File: src/rtl/uart_irda_rx_pkg.sv
package uart_irda_rx_pkg;

  localparam int OSR  = 16;
  localparam int RT_W = $clog2(OSR);

  // start-bit vote slots RT3, RT5, RT7 (zero-based index)
  localparam int ST_VA = OSR / 8;
  localparam int ST_VB = OSR / 4;
  localparam int ST_VC = (3 * OSR) / 8;
  // bit vote slots RT8, RT9, RT10 (zero-based index)
  localparam int BT_VA = OSR / 2 - 1;
  localparam int BT_VB = OSR / 2;
  localparam int BT_VC = OSR / 2 + 1;

  typedef enum logic [2:0] {
    RX_SEARCH,
    RX_START,
    RX_DATA,
    RX_STOP,
    RX_WAIT_HIGH
  } rx_state_e;

  function automatic logic vote3(input logic a, input logic b, input logic c);
    return (a & b) | (a & c) | (b & c);
  endfunction

  function automatic int idle_slots(input int data_bits);
    return OSR * (data_bits + 2);
  endfunction

endpackage

File: src/rtl/rx_line_cond.sv
module rx_line_cond
  import uart_irda_rx_pkg::*;
(
  input  logic clk,
  input  logic rst_n,
  input  logic tick,
  input  logic rx_in,
  input  logic irda_en,
  input  logic inv_pol,
  output logic line_one
);

  logic            lraw;
  logic [1:0]      sync_q;
  logic            zero_now;
  logic            zero_prev;
  logic [RT_W-1:0] stretch_cnt;
  logic            pulse_rise;

  // polarity and format are folded in before the synchronizer so that a
  // config change and a matching line change travel together
  assign lraw = irda_en ? ~(rx_in ^ inv_pol) : (rx_in ^ inv_pol);

  always_ff @(posedge clk) begin
    if (!rst_n) sync_q <= 2'b11;
    else        sync_q <= {sync_q[0], lraw};
  end

  assign zero_now   = ~sync_q[1];
  assign pulse_rise = tick & irda_en & zero_now & ~zero_prev;

  always_ff @(posedge clk) begin
    if (!rst_n) begin
      zero_prev   <= 1'b0;
      stretch_cnt <= '0;
    end else if (tick) begin
      zero_prev <= zero_now;
      if (pulse_rise)              stretch_cnt <= RT_W'(OSR - 1);
      else if (stretch_cnt != '0)  stretch_cnt <= stretch_cnt - 1'b1;
    end
  end

  assign line_one = ~(zero_now | (irda_en & (stretch_cnt != '0)));


  pulse_stretch_chk: assert property (@(posedge clk) disable iff (!rst_n)
    pulse_rise |=> !line_one);

endmodule

File: src/rtl/rx_frame_fsm.sv
module rx_frame_fsm
  import uart_irda_rx_pkg::*;
#(
  parameter int DATA_BITS = 8
) (
  input  logic                 clk,
  input  logic                 rst_n,
  input  logic                 tick,
  input  logic                 line_one,
  output logic [DATA_BITS-1:0] rx_data,
  output logic                 rx_valid,
  output logic                 frame_err,
  output logic                 break_det,
  output logic                 start_seen,
  output logic                 frame_done
);

  localparam int BC_W = (DATA_BITS > 1) ? $clog2(DATA_BITS) : 1;

  rx_state_e            state;
  logic [RT_W-1:0]      rt;
  logic [BC_W-1:0]      bitcnt;
  logic                 samp_a, samp_b;
  logic [DATA_BITS-1:0] shreg;
  logic                 bit_vote;

  assign bit_vote   = vote3(samp_a, samp_b, line_one);
  assign start_seen = tick & (state == RX_SEARCH) & ~line_one;
  assign frame_done = tick & (state == RX_STOP) & (rt == RT_W'(BT_VC));

  always_ff @(posedge clk) begin
    if (!rst_n) begin
      state     <= RX_SEARCH;
      rt        <= '0;
      bitcnt    <= '0;
      samp_a    <= 1'b1;
      samp_b    <= 1'b1;
      shreg     <= '0;
      rx_data   <= '0;
      rx_valid  <= 1'b0;
      frame_err <= 1'b0;
      break_det <= 1'b0;
    end else begin
      rx_valid <= 1'b0;
      if (tick) begin
        unique case (state)
          RX_SEARCH: begin
            if (!line_one) begin
              state <= RX_START;
              rt    <= RT_W'(1);
            end
          end
          RX_START: begin
            rt <= rt + 1'b1;
            if (rt == RT_W'(ST_VA)) samp_a <= line_one;
            if (rt == RT_W'(ST_VB)) samp_b <= line_one;
            if (rt == RT_W'(ST_VC) && bit_vote) state <= RX_SEARCH;
            else if (rt == RT_W'(OSR - 1)) begin
              state  <= RX_DATA;
              bitcnt <= '0;
            end
          end
          RX_DATA: begin
            rt <= rt + 1'b1;
            if (rt == RT_W'(BT_VA)) samp_a <= line_one;
            if (rt == RT_W'(BT_VB)) samp_b <= line_one;
            if (rt == RT_W'(BT_VC)) shreg <= {bit_vote, shreg[DATA_BITS-1:1]};
            if (rt == RT_W'(OSR - 1)) begin
              if (bitcnt == BC_W'(DATA_BITS - 1)) state <= RX_STOP;
              else                                bitcnt <= bitcnt + 1'b1;
            end
          end
          RX_STOP: begin
            rt <= rt + 1'b1;
            if (rt == RT_W'(BT_VA)) samp_a <= line_one;
            if (rt == RT_W'(BT_VB)) samp_b <= line_one;
            if (rt == RT_W'(BT_VC)) begin
              rx_valid  <= 1'b1;
              rx_data   <= shreg;
              frame_err <= ~bit_vote;
              break_det <= ~bit_vote & (shreg == '0);
              state     <= bit_vote ? RX_SEARCH : RX_WAIT_HIGH;
            end
          end
          RX_WAIT_HIGH: begin
            if (line_one) state <= RX_SEARCH;
          end
          default: state <= RX_SEARCH;
        endcase
      end
    end
  end


  valid_one_shot_chk: assert property (@(posedge clk) disable iff (!rst_n)
    rx_valid |=> !rx_valid);


  break_has_fe_chk: assert property (@(posedge clk) disable iff (!rst_n)
    break_det |-> frame_err);


  break_zero_data_chk: assert property (@(posedge clk) disable iff (!rst_n)
    break_det |-> (rx_data == '0));


  valid_after_stop_chk: assert property (@(posedge clk) disable iff (!rst_n)
    frame_done |=> rx_valid);

endmodule

File: src/rtl/rx_idle_mon.sv
module rx_idle_mon #(
  parameter int IDLE_SLOTS = 160
) (
  input  logic clk,
  input  logic rst_n,
  input  logic tick,
  input  logic line_one,
  input  logic start_seen,
  output logic rx_active
);

  localparam int CNT_W = $clog2(IDLE_SLOTS + 1);

  logic [CNT_W-1:0] ones_cnt;
  logic             idle_hit;

  assign idle_hit = tick & line_one & (ones_cnt == CNT_W'(IDLE_SLOTS - 1));

  always_ff @(posedge clk) begin
    if (!rst_n) begin
      ones_cnt  <= '0;
      rx_active <= 1'b0;
    end else begin
      if (tick) begin
        if (!line_one)                          ones_cnt <= '0;
        else if (ones_cnt != CNT_W'(IDLE_SLOTS)) ones_cnt <= ones_cnt + 1'b1;
      end
      if (start_seen)    rx_active <= 1'b1;
      else if (idle_hit) rx_active <= 1'b0;
    end
  end


  drop_after_ones_chk: assert property (@(posedge clk) disable iff (!rst_n)
    $fell(rx_active) |-> $past(line_one));


  rise_on_start_chk: assert property (@(posedge clk) disable iff (!rst_n)
    $rose(rx_active) |-> $past(!line_one));

endmodule

File: src/rtl/uart_irda_rx.sv
module uart_irda_rx
  import uart_irda_rx_pkg::*;
#(
  parameter int DATA_BITS = 8
) (
  input  logic                 clk,
  input  logic                 rst_n,
  input  logic                 os_tick,
  input  logic                 rx_in,
  input  logic                 irda_en,
  input  logic                 inv_pol,
  output logic [DATA_BITS-1:0] rx_data,
  output logic                 rx_valid,
  output logic                 frame_err,
  output logic                 break_det,
  output logic                 rx_active
);

  localparam int IDLE_SLOTS = idle_slots(DATA_BITS);

  logic line_one;
  logic start_seen;
  logic frame_done;

  rx_line_cond u_line (
    .clk      (clk),
    .rst_n    (rst_n),
    .tick     (os_tick),
    .rx_in    (rx_in),
    .irda_en  (irda_en),
    .inv_pol  (inv_pol),
    .line_one (line_one)
  );

  rx_frame_fsm #(.DATA_BITS(DATA_BITS)) u_fsm (
    .clk        (clk),
    .rst_n      (rst_n),
    .tick       (os_tick),
    .line_one   (line_one),
    .rx_data    (rx_data),
    .rx_valid   (rx_valid),
    .frame_err  (frame_err),
    .break_det  (break_det),
    .start_seen (start_seen),
    .frame_done (frame_done)
  );

  rx_idle_mon #(.IDLE_SLOTS(IDLE_SLOTS)) u_idle (
    .clk        (clk),
    .rst_n      (rst_n),
    .tick       (os_tick),
    .line_one   (line_one),
    .start_seen (start_seen),
    .rx_active  (rx_active)
  );


  valid_while_active_chk: assert property (@(posedge clk) disable iff (!rst_n)
    rx_valid |-> rx_active);

endmodule

File: config.mk
export PLATFORM = sky130hd
export DESIGN_NAME = uart_irda_rx
export DESIGN_NICKNAME = d
export VERILOG_FILES = /design/src/rtl/uart_irda_rx_pkg.sv /design/src/rtl/rx_line_cond.sv /design/src/rtl/rx_frame_fsm.sv /design/src/rtl/rx_idle_mon.sv /design/src/rtl/uart_irda_rx.sv
export SDC_FILE = /design/constraint.sdc
export NUM_CORES = 1
export LEC_CHECK = 0
export BUFFER_PORTS_ARGS = -buffer_cell sky130_fd_sc_hd__buf_2
export CAP_MARGIN = 20
export CORE_MARGIN = 1.5
export CORE_UTILIZATION = 25
export DETAILED_ROUTE_END_ITERATION = 10
export PLACE_DENSITY = 0.48
export SETUP_SLACK_MARGIN = 0.5
export SLEW_MARGIN = 20
export SYNTH_ARGS = -nofsm -noshare
export SYNTH_HDL_FRONTEND = slang
export SYNTH_SLANG_ARGS = --single-unit
File: constraint.sdc
create_clock -name clk -period 2.5 [get_ports clk]
set_input_delay 0.5 -clock clk [delete_from_list [all_inputs] [get_ports clk]]
set_output_delay 0.5 -clock clk [all_outputs]
set_load 0.01 [all_outputs]
==> metrics.md <==
| Metric | Value |
|---|---|
| Initial DRT Pass Iterations | 4 |
| Initial antenna violation count | 0 |
| Number of global-route vias before repair | 1641 |
| Nets@finish | 279 |
| Hold Vio Cnt, Final | 0 |
| Yosys top cell area share | 39.9% |
| Status | finished, final reports clean |
| Async SR Flop Fraction | 0% |
| Post-Syn Nets | 263 |
| Combinational group share of total power | 34.3% |
| Area contributors post-synth | dfxtp_1, mux2i_1, nor2b_1 |
| Placed cell area | 0.00254 mm^2 |
| Worst setup EP type | flip-flop |
| Die Ht | 100 um |
| DRT iter0 DRCs | between 90 and 100 |
| CTS root buf | clkbuf_8 |
| Drt drc | 0 |
| Core area | about 0.009 mm^2 |
| Layout area overhead | 12.3% |
| Die area | between 0.01 and 0.015 mm^2 |
| Fraction of layout cells with a size suffix above 1 | 16.6% |
| Hold buffer count at cts | 0 |
| Setup CP Type | reg2reg |
| Fin Hold WS | 0.415 ns |
| Net Sw Frac | between 30% and 40% |
| Fin Setup TNS | 0 ns |
| WL met3 | around 140 um |
| Cell count after synthesis | 248 |
| Post-synth EDFFs | 0 |
| Slew @ Worst Pin | between 0.4 and 0.5 ns |
| Final HPWL DP | 3400 um |
| ANT cells | 0 |
| Filler cell count in the final layout | 979 |
| CTS tree | yes |
| Std-Cell Rows | 35 |
| Data required, critical path | around 2.7 ns |
| Final GP Congestion | approximately 0.79 |
| Total track usage | about 10% |
| Placed Cells | 368 |
| # clock sinks | 47 |
| Distinct cells, synth | 52 |
| Pleak | about 1.0 nW |
| Yosys warning total | 0 |
| First-pass GRT wire length | ~8000 um |
| Routed wire length | 4690 um |
| Final setup fails | 0 |
| Vias | 1700 |
| Crit path launch type | flip-flop |
| Post-DRT Antenna Nets | 0 |
| Clock skew | 0.00332 ns |
| Port bufs | 17 |
| Final cell count without fillers | about 380 |
| Util after Layout | 28.8% |
| Power per Cell Area | a little under 800 mW/mm^2 |
| Part of the cycle the worst path needs | 74.6% |
| Largest net degree at the start of global routing | 24 |
| Routed len/inst | roughly 12 um |
| I/O pins | 18 |
| Max-cap check violation count | 0 |
| Top Metal Used | met4 |
| Clock Latency Late Sink | 0.30 ns |
| Clk pwr share | around 22% |
| Met1 Routed Length | 2490 um |
| Peak VDD IR | 241 uV |
| Met2 routed WL | 1990 um |
| GR Overflow Total | 0 |
| Die width | approximately 100 um |
| Initial Utilization | 25.6% |
| H-tree depth | 2 |
| Seq pwr share | 44.2% |
| Cell area after synthesis | 0.00236 mm^2 |
| Total CTS buffers | 5 |
| Int Power | 1.34 mW |
| Max_slew headroom | 67.1% |
| Peak Freq | 537 MHz |
| Drt via density | 4.52 |
| Post-synthesis sequential area ratio | 39.9% |
| Most used DFF post-synth | dfxtp_1 |
| Min-delay worst type | reg2reg |
| Largest area contributor in the synthesized netlist | dfxtp_1 |
| Unrepaired setup endpoints after global routing | no |
| Switch Pwr | 0.749 mW |
| Arrival @ worst endpoint | 2.09 ns |
| Fin crit period | between 1.5 and 2 ns |
| Worst-case clock buffer depth | 2 |
| #FFs+latches synth | 47 |
| Final count of pins violating max slew | 0 |
| Mean Syn Cell Area | 9.51 um^2 |
| Final instance area | 0.00265 mm^2 |
| Reg clk slew, reported paths | around 0.090 ns |
| Post-CTS setup buffers | 0 |
| Max Fanout on Critical Path | 5 |
[Yosys cell counts (3+ instances only)]
cell and n:
a21boi_0 5, a21oi_1 4, and3_1 6, buf_2 4
clkbuf_1 4, dfxtp_1 47, ha_1 9, inv_1 11
mux2i_1 19, nand2_1 19, nand2b_1 3, nand3b_1 4
nand4bb_1 3, nor2_1 22, nor2b_1 19, o211ai_1 7
o21ai_0 8, xnor2_1 4, xor2_1 8
[cells in the final DEF, fill, tap and decap left out, types with 2 or more instances in the layout]
master and n:
dfxtp_1 46, nor2_1 22, mux2i_1 19, nor2b_1 19, nand2_1 19, buf_2 17, inv_1 11, xor2_1 8
o21ai_0 8, o211ai_1 7, ha_1 7, and3_1 6, a21boi_0 5, clkbuf_8 5, nand3b_1 4, a21oi_1 4
xnor2_1 4, nand2b_1 3, nand4bb_1 3, clkinv_2 3, buf_4 3, a211oi_1 2, or3_1 2, o31ai_1 2
nor4_1 2, and2_1 2, o211a_1 2, nand4_1 2, nor3_1 2, ha_2 2
[per-stage QoR]
| step | setup WS [ns] | power (mW) |
|---|---|---|
| 2_1_floorplan | 0.719 | 1.50 |
| 3_3_place_gp | 0.635 | 1.63 |
| 3_5_place_dp | 0.617 | 1.64 |
| 4_1_cts | 0.612 | 2.09 |
| 5_1_grt | 0.504 | 2.25 |
| 6_report | 0.636 | 2.09 |
[cell families (layout without fill, tap and decap cells)]
| kind of cell | count (synthesis) | in the layout | share of synthesized area (%) |
|---|---|---|---|
| xor gates and xnor gates | 12 | 12 | 4.46 |
| buffers and inverters | 22 | 39 | 4.35 |
| and+or+nand+nor | 97 | 97 | 24.6 |
| adders and majority gates | 9 | 9 | 4.77 |
| AOI/OAI and AO/OA | 42 | 42 | 13.8 |
| DFF | 47 | 47 | 39.9 |
| muxes | 19 | 19 | 8.06 |
[cell type report]
type / count / area, um^2 / area share, %
clock buffers: 5 / 68.8 / 2.60
clock inverters: 3 / 15.0 / 0.567
inverters: 11 / 41.3 / 1.56
multi-input cells: 179 / 1330 / 50.4
flip-flops and latches: 47 / 942 / 35.6
well taps: 111 / 139 / 5.25
repair buffers: 20 / 108 / 4.06
[worst max-delay path, stage by stage, from the launching register on]
cell and delay, ns:
dfxtp_1 0.36, inv_1 0.09, ha_2 0.21, nand4b_4 0.17, a21boi_4 0.19, a2111oi_4 0.33
o31a_2 0.24, mux2i_1 0.20
[repair_timing]
item | 4_1_cts | 5_1_grt
hold endpoints to repair | 0 | 0
setup endpoints to repair | 0 | 2
resized for setup | 0 | 6
[power by group through the flow]
| stage | clock, mW | sequential (mW) | combinational (mW) |
|---|---|---|---|
| 2_1_floorplan | 0 | 0.914 | 0.585 |
| 3_3_place_gp | 0 | 0.931 | 0.696 |
| 3_5_place_dp | 0 | 0.936 | 0.701 |
| 4_1_cts | 0.471 | 0.918 | 0.704 |
| 5_1_grt | 0.502 | 0.937 | 0.812 |
| 6_report | 0.449 | 0.922 | 0.716 |
[sequential cells by signal, summed over array words and instances (netlist names)]
name	cells
u_fsm.state	3
u_line.zero_prev	1
u_line.stretch_cnt	4
u_fsm.frame_err	1
u_fsm.rt	4
u_fsm.bitcnt	3
u_fsm.break_det	1
u_idle.rx_active	1
u_fsm.samp_a	1
u_fsm.rx_valid	1
u_fsm.samp_b	1
u_fsm.shreg	8
u_fsm.rx_data	8
u_idle.ones_cnt	8
u_line.sync_q	2
[path summary, 6_finish.rpt]
path / from / endpoint / slack, ns / cells after the start
worst min-delay path: u_line.sync_q[0]$_SDFF_PN1_ / u_line.sync_q[1]$_SDFF_PN1_ / 0.42 / 1
worst min register to register: u_line.sync_q[0]$_SDFF_PN1_ / u_line.sync_q[1]$_SDFF_PN1_ / 0.42 / 1
worst max register to register: u_fsm.rt[1]$_SDFFE_PN0P_ / u_fsm.state[0]$_SDFFE_PN0P_ / 0.64 / 7
worst max-delay path: u_fsm.rt[1]$_SDFFE_PN0P_ / u_fsm.state[0]$_SDFFE_PN0P_ / 0.64 / 7
[per-layer routing]
metal,up-vias,global-route usage (%)
li1,891,-
met1,781,14.2
met2,22,15.2
met3,6,1.74
met4,0,4.23
met5,-,0
Power figures use the tool's default switching activity.
